==> config.mk <==
export PLATFORM = sky130hd
export DESIGN_NAME = raster_window_gen
export DESIGN_NICKNAME = d
export VERILOG_FILES = /design/src/rtl/rwg_pkg.sv /design/src/rtl/rwg_regs.sv /design/src/rtl/rwg_raster.sv /design/src/rtl/rwg_window.sv /design/src/rtl/rwg_line_events.sv /design/src/rtl/raster_window_gen.sv
export SDC_FILE = /design/constraint.sdc
export NUM_CORES = 1
export LEC_CHECK = 0
export BUFFER_PORTS_ARGS = -buffer_cell sky130_fd_sc_hd__buf_2
export CORE_MARGIN = 4
export CORE_UTILIZATION = 50
export DETAILED_ROUTE_END_ITERATION = 12
export GPL_TIMING_DRIVEN = 1
export PLACE_DENSITY = 0.75
export SLEW_MARGIN = 30
export SYNTH_ARGS = -nofsm -noshare
export SYNTH_HDL_FRONTEND = slang
export SYNTH_HIERARCHICAL = 1
export SYNTH_SLANG_ARGS = --single-unit
==> constraint.sdc <==
create_clock -name clk -period 8.2 [get_ports clk]
set_clock_uncertainty 0.15 [all_clocks]
set_input_delay 1.64 -clock clk [delete_from_list [all_inputs] [get_ports clk]]
set_output_delay 1.64 -clock clk [all_outputs]
set_load 0.005 [all_outputs]
==> src/rtl/rwg_pkg.sv <==
package rwg_pkg;

  localparam int ADDR_W    = 8;
  localparam int DATA_W    = 32;
  localparam int COORD_W   = 13;
  localparam int Y_LSB     = 16;
  localparam int RUN_BIT   = 8;
  localparam int ALPHA_LSB = 24;
  localparam int ALPHA_W   = 8;

  localparam logic [ADDR_W-1:0] OFS_CTRL   = 8'h00;
  localparam logic [ADDR_W-1:0] OFS_CORNER = 8'h04;
  localparam logic [ADDR_W-1:0] OFS_CTX    = 8'h28;
  localparam logic [ADDR_W-1:0] OFS_LSTAT  = 8'h5C;
  localparam logic [ADDR_W-1:0] OFS_LCLR   = 8'h60;
  localparam logic [ADDR_W-1:0] OFS_LMASK  = 8'h68;
  localparam logic [ADDR_W-1:0] OFS_LLOW   = 8'h50;
  localparam logic [ADDR_W-1:0] OFS_LHIGH  = 8'h6C;

  localparam logic [DATA_W-1:0] CTRL_RESET = DATA_W'(8'hFF) << ALPHA_LSB;

  typedef logic [COORD_W-1:0] coord_t;

  typedef struct packed {
    coord_t y;
    coord_t x;
  } corner_t;

  function automatic corner_t unpack_corner(input logic [DATA_W-1:0] d);
    corner_t c;
    c.x = d[COORD_W-1:0];
    c.y = d[Y_LSB +: COORD_W];
    return c;
  endfunction

  function automatic logic [DATA_W-1:0] pack_corner(input corner_t c);
    logic [DATA_W-1:0] r;
    r = '0;
    r[COORD_W-1:0]    = c.x;
    r[Y_LSB +: COORD_W] = c.y;
    return r;
  endfunction

  // Corner i sits in consecutive words: frame, display UL/LR, then channel pairs.
  function automatic logic [ADDR_W-1:0] corner_addr(input int i);
    return ADDR_W'(int'(OFS_CORNER) + 4 * i);
  endfunction

  // Line-match sources occupy two pairs of words in separate regions.
  function automatic logic [ADDR_W-1:0] line_addr(input int k);
    if (k < 2) return ADDR_W'(int'(OFS_LLOW) + 4 * k);
    return ADDR_W'(int'(OFS_LHIGH) + 4 * (k - 2));
  endfunction

endpackage

==> src/rtl/rwg_regs.sv <==
module rwg_regs
  import rwg_pkg::*;
#(
  parameter int NUM_CH      = 3,
  parameter int NUM_LINES   = 4,
  parameter int NUM_CORNERS = 3 + 2 * NUM_CH
) (
  input  logic                 clk,
  input  logic                 rst_n,
  input  logic                 we,
  input  logic [ADDR_W-1:0]    addr,
  input  logic [DATA_W-1:0]    wdata,
  output logic [DATA_W-1:0]    rdata,
  input  logic                 load_act,
  input  logic [NUM_LINES-1:0] status,
  output logic                 run,
  output logic [NUM_CH-1:0]    ch_en,
  output logic [ALPHA_W-1:0]   alpha,
  output corner_t              corner_act [NUM_CORNERS],
  output coord_t               ctx_db_line,
  output coord_t               ctx_sb_line,
  output coord_t               line_no    [NUM_LINES],
  output logic [NUM_LINES-1:0] mask,
  output logic [NUM_LINES-1:0] clr
);

  // Control word
  logic              ctrl_en;
  logic [DATA_W-1:0] ctrl_q, ctrl_d;

  assign ctrl_en = we && (addr == OFS_CTRL);
  assign ctrl_d  = wdata;

  always_ff @(posedge clk or negedge rst_n) begin
    if (!rst_n)       ctrl_q <= CTRL_RESET;
    else if (ctrl_en) ctrl_q <= ctrl_d;
  end

  assign run   = ctrl_q[RUN_BIT];
  assign alpha = ctrl_q[ALPHA_LSB +: ALPHA_W];

  // Channel 1 is the highest enable bit, the last channel is bit 0.
  for (genvar k = 0; k < NUM_CH; k++) begin : g_en
    assign ch_en[k] = ctrl_q[NUM_CH-1-k];
  end

  // Corner shadows and active copies
  logic [NUM_CORNERS-1:0][DATA_W-1:0] corner_rd;

  for (genvar i = 0; i < NUM_CORNERS; i++) begin : g_corner
    logic    sh_en;
    corner_t sh_q, sh_d, act_q, act_d;

    assign sh_en = we && (addr == corner_addr(i));
    assign sh_d  = unpack_corner(wdata);
    assign act_d = sh_q;

    always_ff @(posedge clk or negedge rst_n) begin
      if (!rst_n)     sh_q <= '0;
      else if (sh_en) sh_q <= sh_d;
    end

    always_ff @(posedge clk or negedge rst_n) begin
      if (!rst_n)        act_q <= '0;
      else if (load_act) act_q <= act_d;
    end

    assign corner_act[i] = act_q;
    assign corner_rd[i]  = (addr == corner_addr(i)) ? pack_corner(sh_q) : '0;
  end

  // Context-load trigger lines
  logic   ctx_en;
  coord_t ctx_db_q, ctx_sb_q;

  assign ctx_en = we && (addr == OFS_CTX);

  always_ff @(posedge clk or negedge rst_n) begin
    if (!rst_n) begin
      ctx_db_q <= '0;
      ctx_sb_q <= '0;
    end else if (ctx_en) begin
      ctx_db_q <= wdata[COORD_W-1:0];
      ctx_sb_q <= wdata[Y_LSB +: COORD_W];
    end
  end

  assign ctx_db_line = ctx_db_q;
  assign ctx_sb_line = ctx_sb_q;

  // Line-match trigger lines
  logic [NUM_LINES-1:0][DATA_W-1:0] line_rd;

  for (genvar k = 0; k < NUM_LINES; k++) begin : g_line
    logic   ln_en;
    coord_t ln_q;

    assign ln_en = we && (addr == line_addr(k));

    always_ff @(posedge clk or negedge rst_n) begin
      if (!rst_n)     ln_q <= '0;
      else if (ln_en) ln_q <= wdata[Y_LSB +: COORD_W];
    end

    assign line_no[k] = ln_q;
    assign line_rd[k] = (addr == line_addr(k)) ? (DATA_W'(ln_q) << Y_LSB) : '0;
  end

  // Mask and clear
  logic                 mask_en;
  logic [NUM_LINES-1:0] mask_q;

  assign mask_en = we && (addr == OFS_LMASK);

  always_ff @(posedge clk or negedge rst_n) begin
    if (!rst_n)       mask_q <= '0;
    else if (mask_en) mask_q <= wdata[NUM_LINES-1:0];
  end

  assign mask = mask_q;
  assign clr  = (we && (addr == OFS_LCLR)) ? wdata[NUM_LINES-1:0] : '0;

  // Read mux
  always_comb begin
    rdata = '0;
    if (addr == OFS_CTRL)  rdata = ctrl_q;
    if (addr == OFS_CTX)   rdata = DATA_W'(ctx_db_q) | (DATA_W'(ctx_sb_q) << Y_LSB);
    if (addr == OFS_LSTAT) rdata = DATA_W'(status);
    if (addr == OFS_LMASK) rdata = DATA_W'(mask_q);
    for (int i = 0; i < NUM_CORNERS; i++) rdata = rdata | corner_rd[i];
    for (int k = 0; k < NUM_LINES; k++)   rdata = rdata | line_rd[k];
  end

endmodule

==> src/rtl/rwg_raster.sv <==
module rwg_raster
  import rwg_pkg::*;
(
  input  logic    clk,
  input  logic    rst_n,
  input  logic    run,
  input  corner_t frame,
  output coord_t  h,
  output coord_t  v,
  output logic    eof
);

  coord_t h_q, h_d, v_q, v_d;
  logic   h_last, v_last;

  assign h_last = (h_q == frame.x);
  assign v_last = (v_q == frame.y);

  always_comb begin
    h_d = h_q;
    v_d = v_q;
    if (!run) begin
      h_d = '0;
      v_d = '0;
    end else if (h_last) begin
      h_d = '0;
      v_d = v_last ? '0 : v_q + 1'b1;
    end else begin
      h_d = h_q + 1'b1;
    end
  end

  always_ff @(posedge clk or negedge rst_n) begin
    if (!rst_n) begin
      h_q <= '0;
      v_q <= '0;
    end else begin
      h_q <= h_d;
      v_q <= v_d;
    end
  end

  assign h   = h_q;
  assign v   = v_q;
  assign eof = run && h_last && v_last;

endmodule

==> src/rtl/rwg_window.sv <==
module rwg_window
  import rwg_pkg::*;
(
  input  coord_t  h,
  input  coord_t  v,
  input  corner_t ul,
  input  corner_t lr,
  input  logic    en,
  output logic    active
);

  logic in_x, in_y;

  // Upper-left is exclusive, lower-right inclusive.
  assign in_x   = (h > ul.x) && (h <= lr.x);
  assign in_y   = (v > ul.y) && (v <= lr.y);
  assign active = en && in_x && in_y;

endmodule

==> src/rtl/rwg_line_events.sv <==
module rwg_line_events
  import rwg_pkg::*;
#(
  parameter int NUM_LINES = 4
) (
  input  logic                 clk,
  input  logic                 rst_n,
  input  logic                 run,
  input  coord_t               h,
  input  coord_t               v,
  input  coord_t               line_no [NUM_LINES],
  input  coord_t               ctx_db_line,
  input  coord_t               ctx_sb_line,
  input  logic [NUM_LINES-1:0] mask,
  input  logic [NUM_LINES-1:0] clr,
  output logic [NUM_LINES-1:0] status,
  output logic                 irq,
  output logic                 db_pulse,
  output logic                 sb_pulse
);

  logic                 line_start;
  logic [NUM_LINES-1:0] hit;
  logic [NUM_LINES-1:0] status_q, status_d;

  assign line_start = run && (h == '0);

  for (genvar k = 0; k < NUM_LINES; k++) begin : g_hit
    assign hit[k] = line_start && (v == line_no[k]);
  end

  // A hit outranks a clear landing on the same clock.
  assign status_d = (status_q & ~clr) | hit;

  always_ff @(posedge clk or negedge rst_n) begin
    if (!rst_n) status_q <= '0;
    else        status_q <= status_d;
  end

  assign status   = status_q;
  assign irq      = |(status_q & mask);
  assign db_pulse = line_start && (v == ctx_db_line);
  assign sb_pulse = line_start && (v == ctx_sb_line);

endmodule

==> src/rtl/raster_window_gen.sv <==
module raster_window_gen
  import rwg_pkg::*;
#(
  parameter int NUM_CH    = 3,
  parameter int NUM_LINES = 4
) (
  input  logic                 clk,
  input  logic                 rst_n,
  input  logic                 reg_we,
  input  logic [ADDR_W-1:0]    reg_addr,
  input  logic [DATA_W-1:0]    reg_wdata,
  output logic [DATA_W-1:0]    reg_rdata,
  output logic [COORD_W-1:0]   h_pos,
  output logic [COORD_W-1:0]   v_pos,
  output logic                 disp_active,
  output logic [NUM_CH-1:0]    ch_active,
  output logic                 ctx_db_pulse,
  output logic                 ctx_sb_pulse,
  output logic                 line_irq,
  output logic [ALPHA_W-1:0]   fg_alpha
);

  localparam int NUM_CORNERS = 3 + 2 * NUM_CH;
  localparam int IDX_FRAME   = 0;
  localparam int IDX_DISP_UL = 1;
  localparam int IDX_DISP_LR = 2;
  localparam int IDX_CH_BASE = 3;

  logic                 run_q;
  logic                 eof;
  logic                 load_act;
  logic [NUM_CH-1:0]    ch_en;
  corner_t              corner_act [NUM_CORNERS];
  corner_t              frame_act;
  coord_t               ctx_db_line, ctx_sb_line;
  coord_t               line_no [NUM_LINES];
  logic [NUM_LINES-1:0] line_mask, line_clr, line_status;
  coord_t               h_q, v_q;

  // Active corners follow the shadows while stopped, and at frame end otherwise.
  assign load_act  = !run_q || eof;
  assign frame_act = corner_act[IDX_FRAME];

  rwg_regs #(
    .NUM_CH      (NUM_CH),
    .NUM_LINES   (NUM_LINES),
    .NUM_CORNERS (NUM_CORNERS)
  ) u_regs (
    .clk         (clk),
    .rst_n       (rst_n),
    .we          (reg_we),
    .addr        (reg_addr),
    .wdata       (reg_wdata),
    .rdata       (reg_rdata),
    .load_act    (load_act),
    .status      (line_status),
    .run         (run_q),
    .ch_en       (ch_en),
    .alpha       (fg_alpha),
    .corner_act  (corner_act),
    .ctx_db_line (ctx_db_line),
    .ctx_sb_line (ctx_sb_line),
    .line_no     (line_no),
    .mask        (line_mask),
    .clr         (line_clr)
  );

  rwg_raster u_raster (
    .clk   (clk),
    .rst_n (rst_n),
    .run   (run_q),
    .frame (frame_act),
    .h     (h_q),
    .v     (v_q),
    .eof   (eof)
  );

  assign h_pos = h_q;
  assign v_pos = v_q;

  rwg_window u_disp_win (
    .h      (h_q),
    .v      (v_q),
    .ul     (corner_act[IDX_DISP_UL]),
    .lr     (corner_act[IDX_DISP_LR]),
    .en     (1'b1),
    .active (disp_active)
  );

  for (genvar k = 0; k < NUM_CH; k++) begin : g_ch
    rwg_window u_ch_win (
      .h      (h_q),
      .v      (v_q),
      .ul     (corner_act[IDX_CH_BASE + 2*k]),
      .lr     (corner_act[IDX_CH_BASE + 2*k + 1]),
      .en     (ch_en[k]),
      .active (ch_active[k])
    );
  end

  rwg_line_events #(
    .NUM_LINES (NUM_LINES)
  ) u_events (
    .clk         (clk),
    .rst_n       (rst_n),
    .run         (run_q),
    .h           (h_q),
    .v           (v_q),
    .line_no     (line_no),
    .ctx_db_line (ctx_db_line),
    .ctx_sb_line (ctx_sb_line),
    .mask        (line_mask),
    .clr         (line_clr),
    .status      (line_status),
    .irq         (line_irq),
    .db_pulse    (ctx_db_pulse),
    .sb_pulse    (ctx_sb_pulse)
  );

endmodule

==> flow_results.xml <==
<?xml version="1.0" encoding="UTF-8"?>
<metrics>
  <group name="yosys">
    <metric name="synth-edff-count" unit="">0</metric>
    <metric name="synthesis.yosys.warnings" unit="">6</metric>
    <metric name="netlist_area_before_placement" unit="um2">32600</metric>
    <metric name="synth-async-reset-ratio" unit="%">100</metric>
    <metric name="syn-num-nets" unit="">3010</metric>
    <metric name="netlist_top_cells_area" unit="">sky130_fd_sc_hd__dfrtp_1 46%, sky130_fd_sc_hd__mux2_2 20%, sky130_fd_sc_hd__ha_1 8.1%, sky130_fd_sc_hd__inv_1 2.5%, sky130_fd_sc_hd__xor2_1 1.9%</metric>
    <metric name="ys_seq_area_share" unit="%">47.0</metric>
    <metric name="synthFlopType" unit="">sky130_fd_sc_hd__dfrtp_1</metric>
    <metric name="netlist-cell-type-count" unit="">79</metric>
    <metric name="synth.avg_cell_area" unit="um2">11.8</metric>
    <metric name="synth_top_cell_by_area" unit="">sky130_fd_sc_hd__dfrtp_1</metric>
    <metric name="netlist_instances" unit="">2757</metric>
    <metric name="ys_seq_elements" unit="">612</metric>
    <metric name="netlist.area_leader.share" unit="%">46.3</metric>
  </group>
  <group name="clock_tree">
    <metric name="post_cts_hold_buffer_count" unit="">0</metric>
    <metric name="cts_root_buffer" unit="">sky130_fd_sc_hd__clkbuf_16</metric>
    <metric name="htree_levels" unit="">3</metric>
    <metric name="worst_skew_pair.late_latency" unit="ns">0.61</metric>
    <metric name="ctsLongestPathBuffers" unit="">3</metric>
    <metric name="post-cts-setup-buffer-count" unit="">0</metric>
    <metric name="clkSlewWorstSetupHoldPaths" unit="ns">0.05</metric>
    <metric name="cts_num_sinks" unit="">612</metric>
    <metric name="postCtsResizedCells" unit="">0</metric>
    <metric name="numCtsBuffers" unit="">68</metric>
    <metric name="tritoncts" unit="">built</metric>
  </group>
  <group name="critical_path">
    <metric name="reg2reg_from" unit="">u_raster/v[6]</metric>
    <metric name="worst-endpoint-arrival" unit="ns">4.86</metric>
    <metric name="reg2regPathDepth" unit="">9</metric>
    <metric name="crit_path_end_kind" unit="">primary output</metric>
    <metric name="cp_data_required_time" unit="ns">6.41</metric>
    <metric name="capturing_element_of_the_worst_setup_path" unit="">reg_rdata[18]</metric>
    <metric name="regToRegEndpoint" unit="">u_regs/corner_act[12]</metric>
    <metric name="worst-r2r-setup-slack" unit="ns">3.48</metric>
    <metric name="path_class" unit="">input port to primary output</metric>
    <metric name="critPathLaunch" unit="">reg_addr[3]</metric>
    <metric name="setup.worst_path.start_class" unit="">input port</metric>
    <metric name="cp_common_cell" unit="">sky130_fd_sc_hd__buf_2</metric>
    <metric name="crit_fanout" unit="">27</metric>
    <metric name="cpPeakStageDelay" unit="ns">0.87</metric>
    <metric name="critPathSlowestCell" unit="">sky130_fd_sc_hd__nor2_2</metric>
    <metric name="critical_path_cell_sequence" unit="">buf_2, nand4bb_1, nor2_2, a221oi_1, or4_1, buf_2</metric>
  </group>
  <group name="timing">
    <metric name="worst_pin_slew" unit="ns">1.06</metric>
    <metric name="relSlewSlack" unit="%">29.2</metric>
    <metric name="setup_viol" unit="">0</metric>
    <metric name="finalWorstPathRequiredPeriod" unit="ns">6.65</metric>
    <metric name="slew_violations" unit="">0</metric>
    <metric name="rsz0062_at_grt" unit="">false</metric>
    <metric name="final_hold_viol_count" unit="">0</metric>
    <metric name="fmaxAchievable" unit="MHz">150</metric>
    <metric name="setup_total_negative_slack" unit="ns">0</metric>
    <metric name="fin_crit_sh" unit="%">81.0</metric>
  </group>
  <group name="worst_hold_path">
    <metric name="hold_path_startpoint" unit="">u_regs/corner_act[24]</metric>
    <metric name="hold_path.class" unit="">register to register</metric>
  </group>
  <group name="placement">
    <metric name="gp_routability_congestion" unit="">1.00</metric>
    <metric name="port_buffers" unit="">115</metric>
    <metric name="dpl.hpwl" unit="mm">75.9</metric>
  </group>
  <group name="die">
    <metric name="die_area" unit="um2">69400</metric>
    <metric name="die-height" unit="um">263</metric>
    <metric name="io-pin-count" unit="">116</metric>
    <metric name="initial_utilization" unit="%">50.5</metric>
    <metric name="die_width" unit="um">263</metric>
    <metric name="row_count" unit="">93</metric>
    <metric name="core_area" unit="um2">64600</metric>
  </group>
  <group name="route">
    <metric name="detail-route-antenna-nets" unit="">0</metric>
    <metric name="drtPass1Iterations" unit="">6</metric>
    <metric name="wirelength" unit="mm">109</metric>
    <metric name="starting_drt_drc_count" unit="">2972</metric>
    <metric name="viasPerCell" unit="">6.40</metric>
    <metric name="detailroute.via_count" unit="">23920</metric>
    <metric name="drt-wirelength-per-cell" unit="um">29.1</metric>
    <metric name="detail_route.drc_violations" unit="">0</metric>
  </group>
  <group name="cells_and_area">
    <metric name="flow.area_growth_from_synthesis" unit="%">11.4</metric>
    <metric name="fill_cells" unit="">5293</metric>
    <metric name="drive_above_1_share" unit="%">31.8</metric>
    <metric name="count_of_nets_after_finishing" unit="">3077</metric>
  </group>
  <group name="global_route">
    <metric name="grt_first_pass_wirelength" unit="mm">160</metric>
    <metric name="global_router_s_overall_resource_usage" unit="%">30.7</metric>
    <metric name="first_global_vias" unit="">24107</metric>
    <metric name="global_route.overflow_total" unit="">0</metric>
    <metric name="number_of_antenna_violations_at_the_first_check_in_global_routing" unit="">4</metric>
    <metric name="grt_max_degree" unit="">171</metric>
  </group>
  <group name="power">
    <metric name="vdd_ir_drop_max" unit="V">0.000149</metric>
    <metric name="power_leakage" unit="nW">18.3</metric>
    <metric name="pwr_density_cell" unit="nW/um2">200</metric>
    <metric name="totalPowerFinal" unit="mW">7.26</metric>
  </group>
  <group name="run">
    <metric name="cap_viol_max_count" unit="">0</metric>
  </group>
  <group name="run_status">
    <metric name="run_status" unit="">completed</metric>
  </group>
</metrics>
[state kept, by name, summed over array words and instances, names as in the netlist, 13 cells and up]
name and flops:
u_regs/g_corner.act_d 234, u_regs/ctx_db_line 13, u_raster/h 13, u_regs/corner_act 234, u_regs/g_line.ln_q 52, u_regs/ctx_sb_line 13, u_regs/ctrl_q 32, u_raster/v 13
[per-layer routing]
layer	wire, um	vias up	track usage (%)	part of all wire [%]
met5	7	-	0	0.0064
met4	4860	2	12.4	4.5
met3	11100	260	7.56	10
met2	47600	1265	46.1	44
met1	45300	12303	42.9	42
li1	-	10090	-	-
[synthesized netlist by cell type, drive strengths merged, types with 10 or more instances]
master,number
a22oi,54
nor2b,11
xor2,70
and3,16
nand2b,15
nor3,22
ha,210
nand4,38
o21ai,16
mux2,591
o22ai,26
buf,89
a21oi,101
inv,215
a21o,20
nand2,95
nor2,71
a22o,17
a222oi,15
or3,16
dfrtp,604
mux2i,32
a211oi,18
nor4,24
xnor2,45
clkbuf,79
nand3,90
a221oi,10
[worst min path at each step]
stage | endpoint | slack (ns) | cells past startpoint
final | u_regs/corner_act[24] | 0.35 | 1
after global routing | u_regs/corner_act[162] | 0.36 | 1
after CTS | u_regs/ctrl_q[14] | 0.35 | 1
after detailed placement | u_regs/ctrl_q[14] | 0.34 | 1
after global placement | u_regs/ctrl_q[15] | 0.33 | 1
after floorplan | u_regs/ctrl_q[13] | 0.32 | 1
[layout make-up]
| class | instances | area [um2] | share of cell area [%] |
|---|---|---|---|
| Clock inverter | 24 | 263 | 0.723 |
| Inverter | 215 | 807 | 2.22 |
| Multi-Input combinational cell | 1762 | 15800 | 43.4 |
| Tap cell | 855 | 1070 | 2.94 |
| Antenna cell | 4 | 10.0 | 0.0275 |
| Timing Repair Buffer | 165 | 1040 | 2.86 |
| Clock buffer | 99 | 2070 | 5.70 |
| Sequential cell | 612 | 15300 | 42.1 |
[worst max-delay path, delay by kind of cell]
kind	cells	cell delay [ns]
AOI/OAI and AO/OA	1	0.13
and+or+nand+nor	3	2.24
buffers and inverters	2	0.81
[metrics by stage]
stage          area, um2  std cells  util [%]  hold WS [ns]  worst slack [ns]
2_1_floorplan      32600       2757         -         0.321              3.12
3_3_place_gp       33900       3606      52.6         0.332              1.70
3_5_place_dp       34000       3607      52.6         0.342              1.65
4_1_cts            36300       3730      56.2         0.355              1.65
5_1_grt            36400       3733      56.3         0.363              1.51
6_report           36400       3736      56.3         0.351              1.55
[cells by family (layout without fill, tap and decap cells)]
group	after synthesis	after routing	share of synthesized area [%]
flops	612	612	47.0
xor+xnor	115	115	3.09
fa+ha+maj	210	210	8.05
other cells	1	5	0.0115
simple gates	437	437	7.31
buf+inv	383	503	5.00
compound gates	376	376	8.22
mux	623	623	21.4
[placed cells by master, fill, tap and decap left out, types with 11 or more instances in the layout]
cell                        synthesis  final
sky130_fd_sc_hd__a222oi_1          15     15
sky130_fd_sc_hd__inv_1            215    215
sky130_fd_sc_hd__nor3_1            21     21
sky130_fd_sc_hd__clkinv_2           0     14
sky130_fd_sc_hd__or3_1             16     16
sky130_fd_sc_hd__xnor2_1           45     45
sky130_fd_sc_hd__o22ai_1           26     26
sky130_fd_sc_hd__nand2_1           90     90
sky130_fd_sc_hd__ha_1             210    210
sky130_fd_sc_hd__nand2b_1          15     14
sky130_fd_sc_hd__mux2i_1           32     32
sky130_fd_sc_hd__nor2b_1           11     11
sky130_fd_sc_hd__a21o_1            20     20
sky130_fd_sc_hd__xor2_1            70     70
sky130_fd_sc_hd__buf_4             19     43
sky130_fd_sc_hd__clkbuf_1          78     11
sky130_fd_sc_hd__clkbuf_8           0     15
sky130_fd_sc_hd__o21ai_0           16     16
sky130_fd_sc_hd__dfrtp_1          604    603
sky130_fd_sc_hd__nand4_1           38     38
sky130_fd_sc_hd__buf_2             48    114
sky130_fd_sc_hd__a21oi_1           98     98
sky130_fd_sc_hd__nor2_1            64     64
sky130_fd_sc_hd__nand3_1           88     87
sky130_fd_sc_hd__nor4_1            23     22
sky130_fd_sc_hd__clkbuf_16          0     73
sky130_fd_sc_hd__mux2_2           588    588
sky130_fd_sc_hd__a22o_1            17     17
sky130_fd_sc_hd__a211oi_1          18     18
sky130_fd_sc_hd__a22oi_1           54     54
sky130_fd_sc_hd__and3_1            15     15
[report_power, final]
| group | internal (mW) | switching [mW] | total, mW |
|---|---|---|---|
| logic | 0.299 | 0.486 | 0.785 |
| registers | 3.16 | 0.139 | 3.30 |
| clock network | 1.92 | 1.26 | 3.17 |
Power figures use the tool's default switching activity.
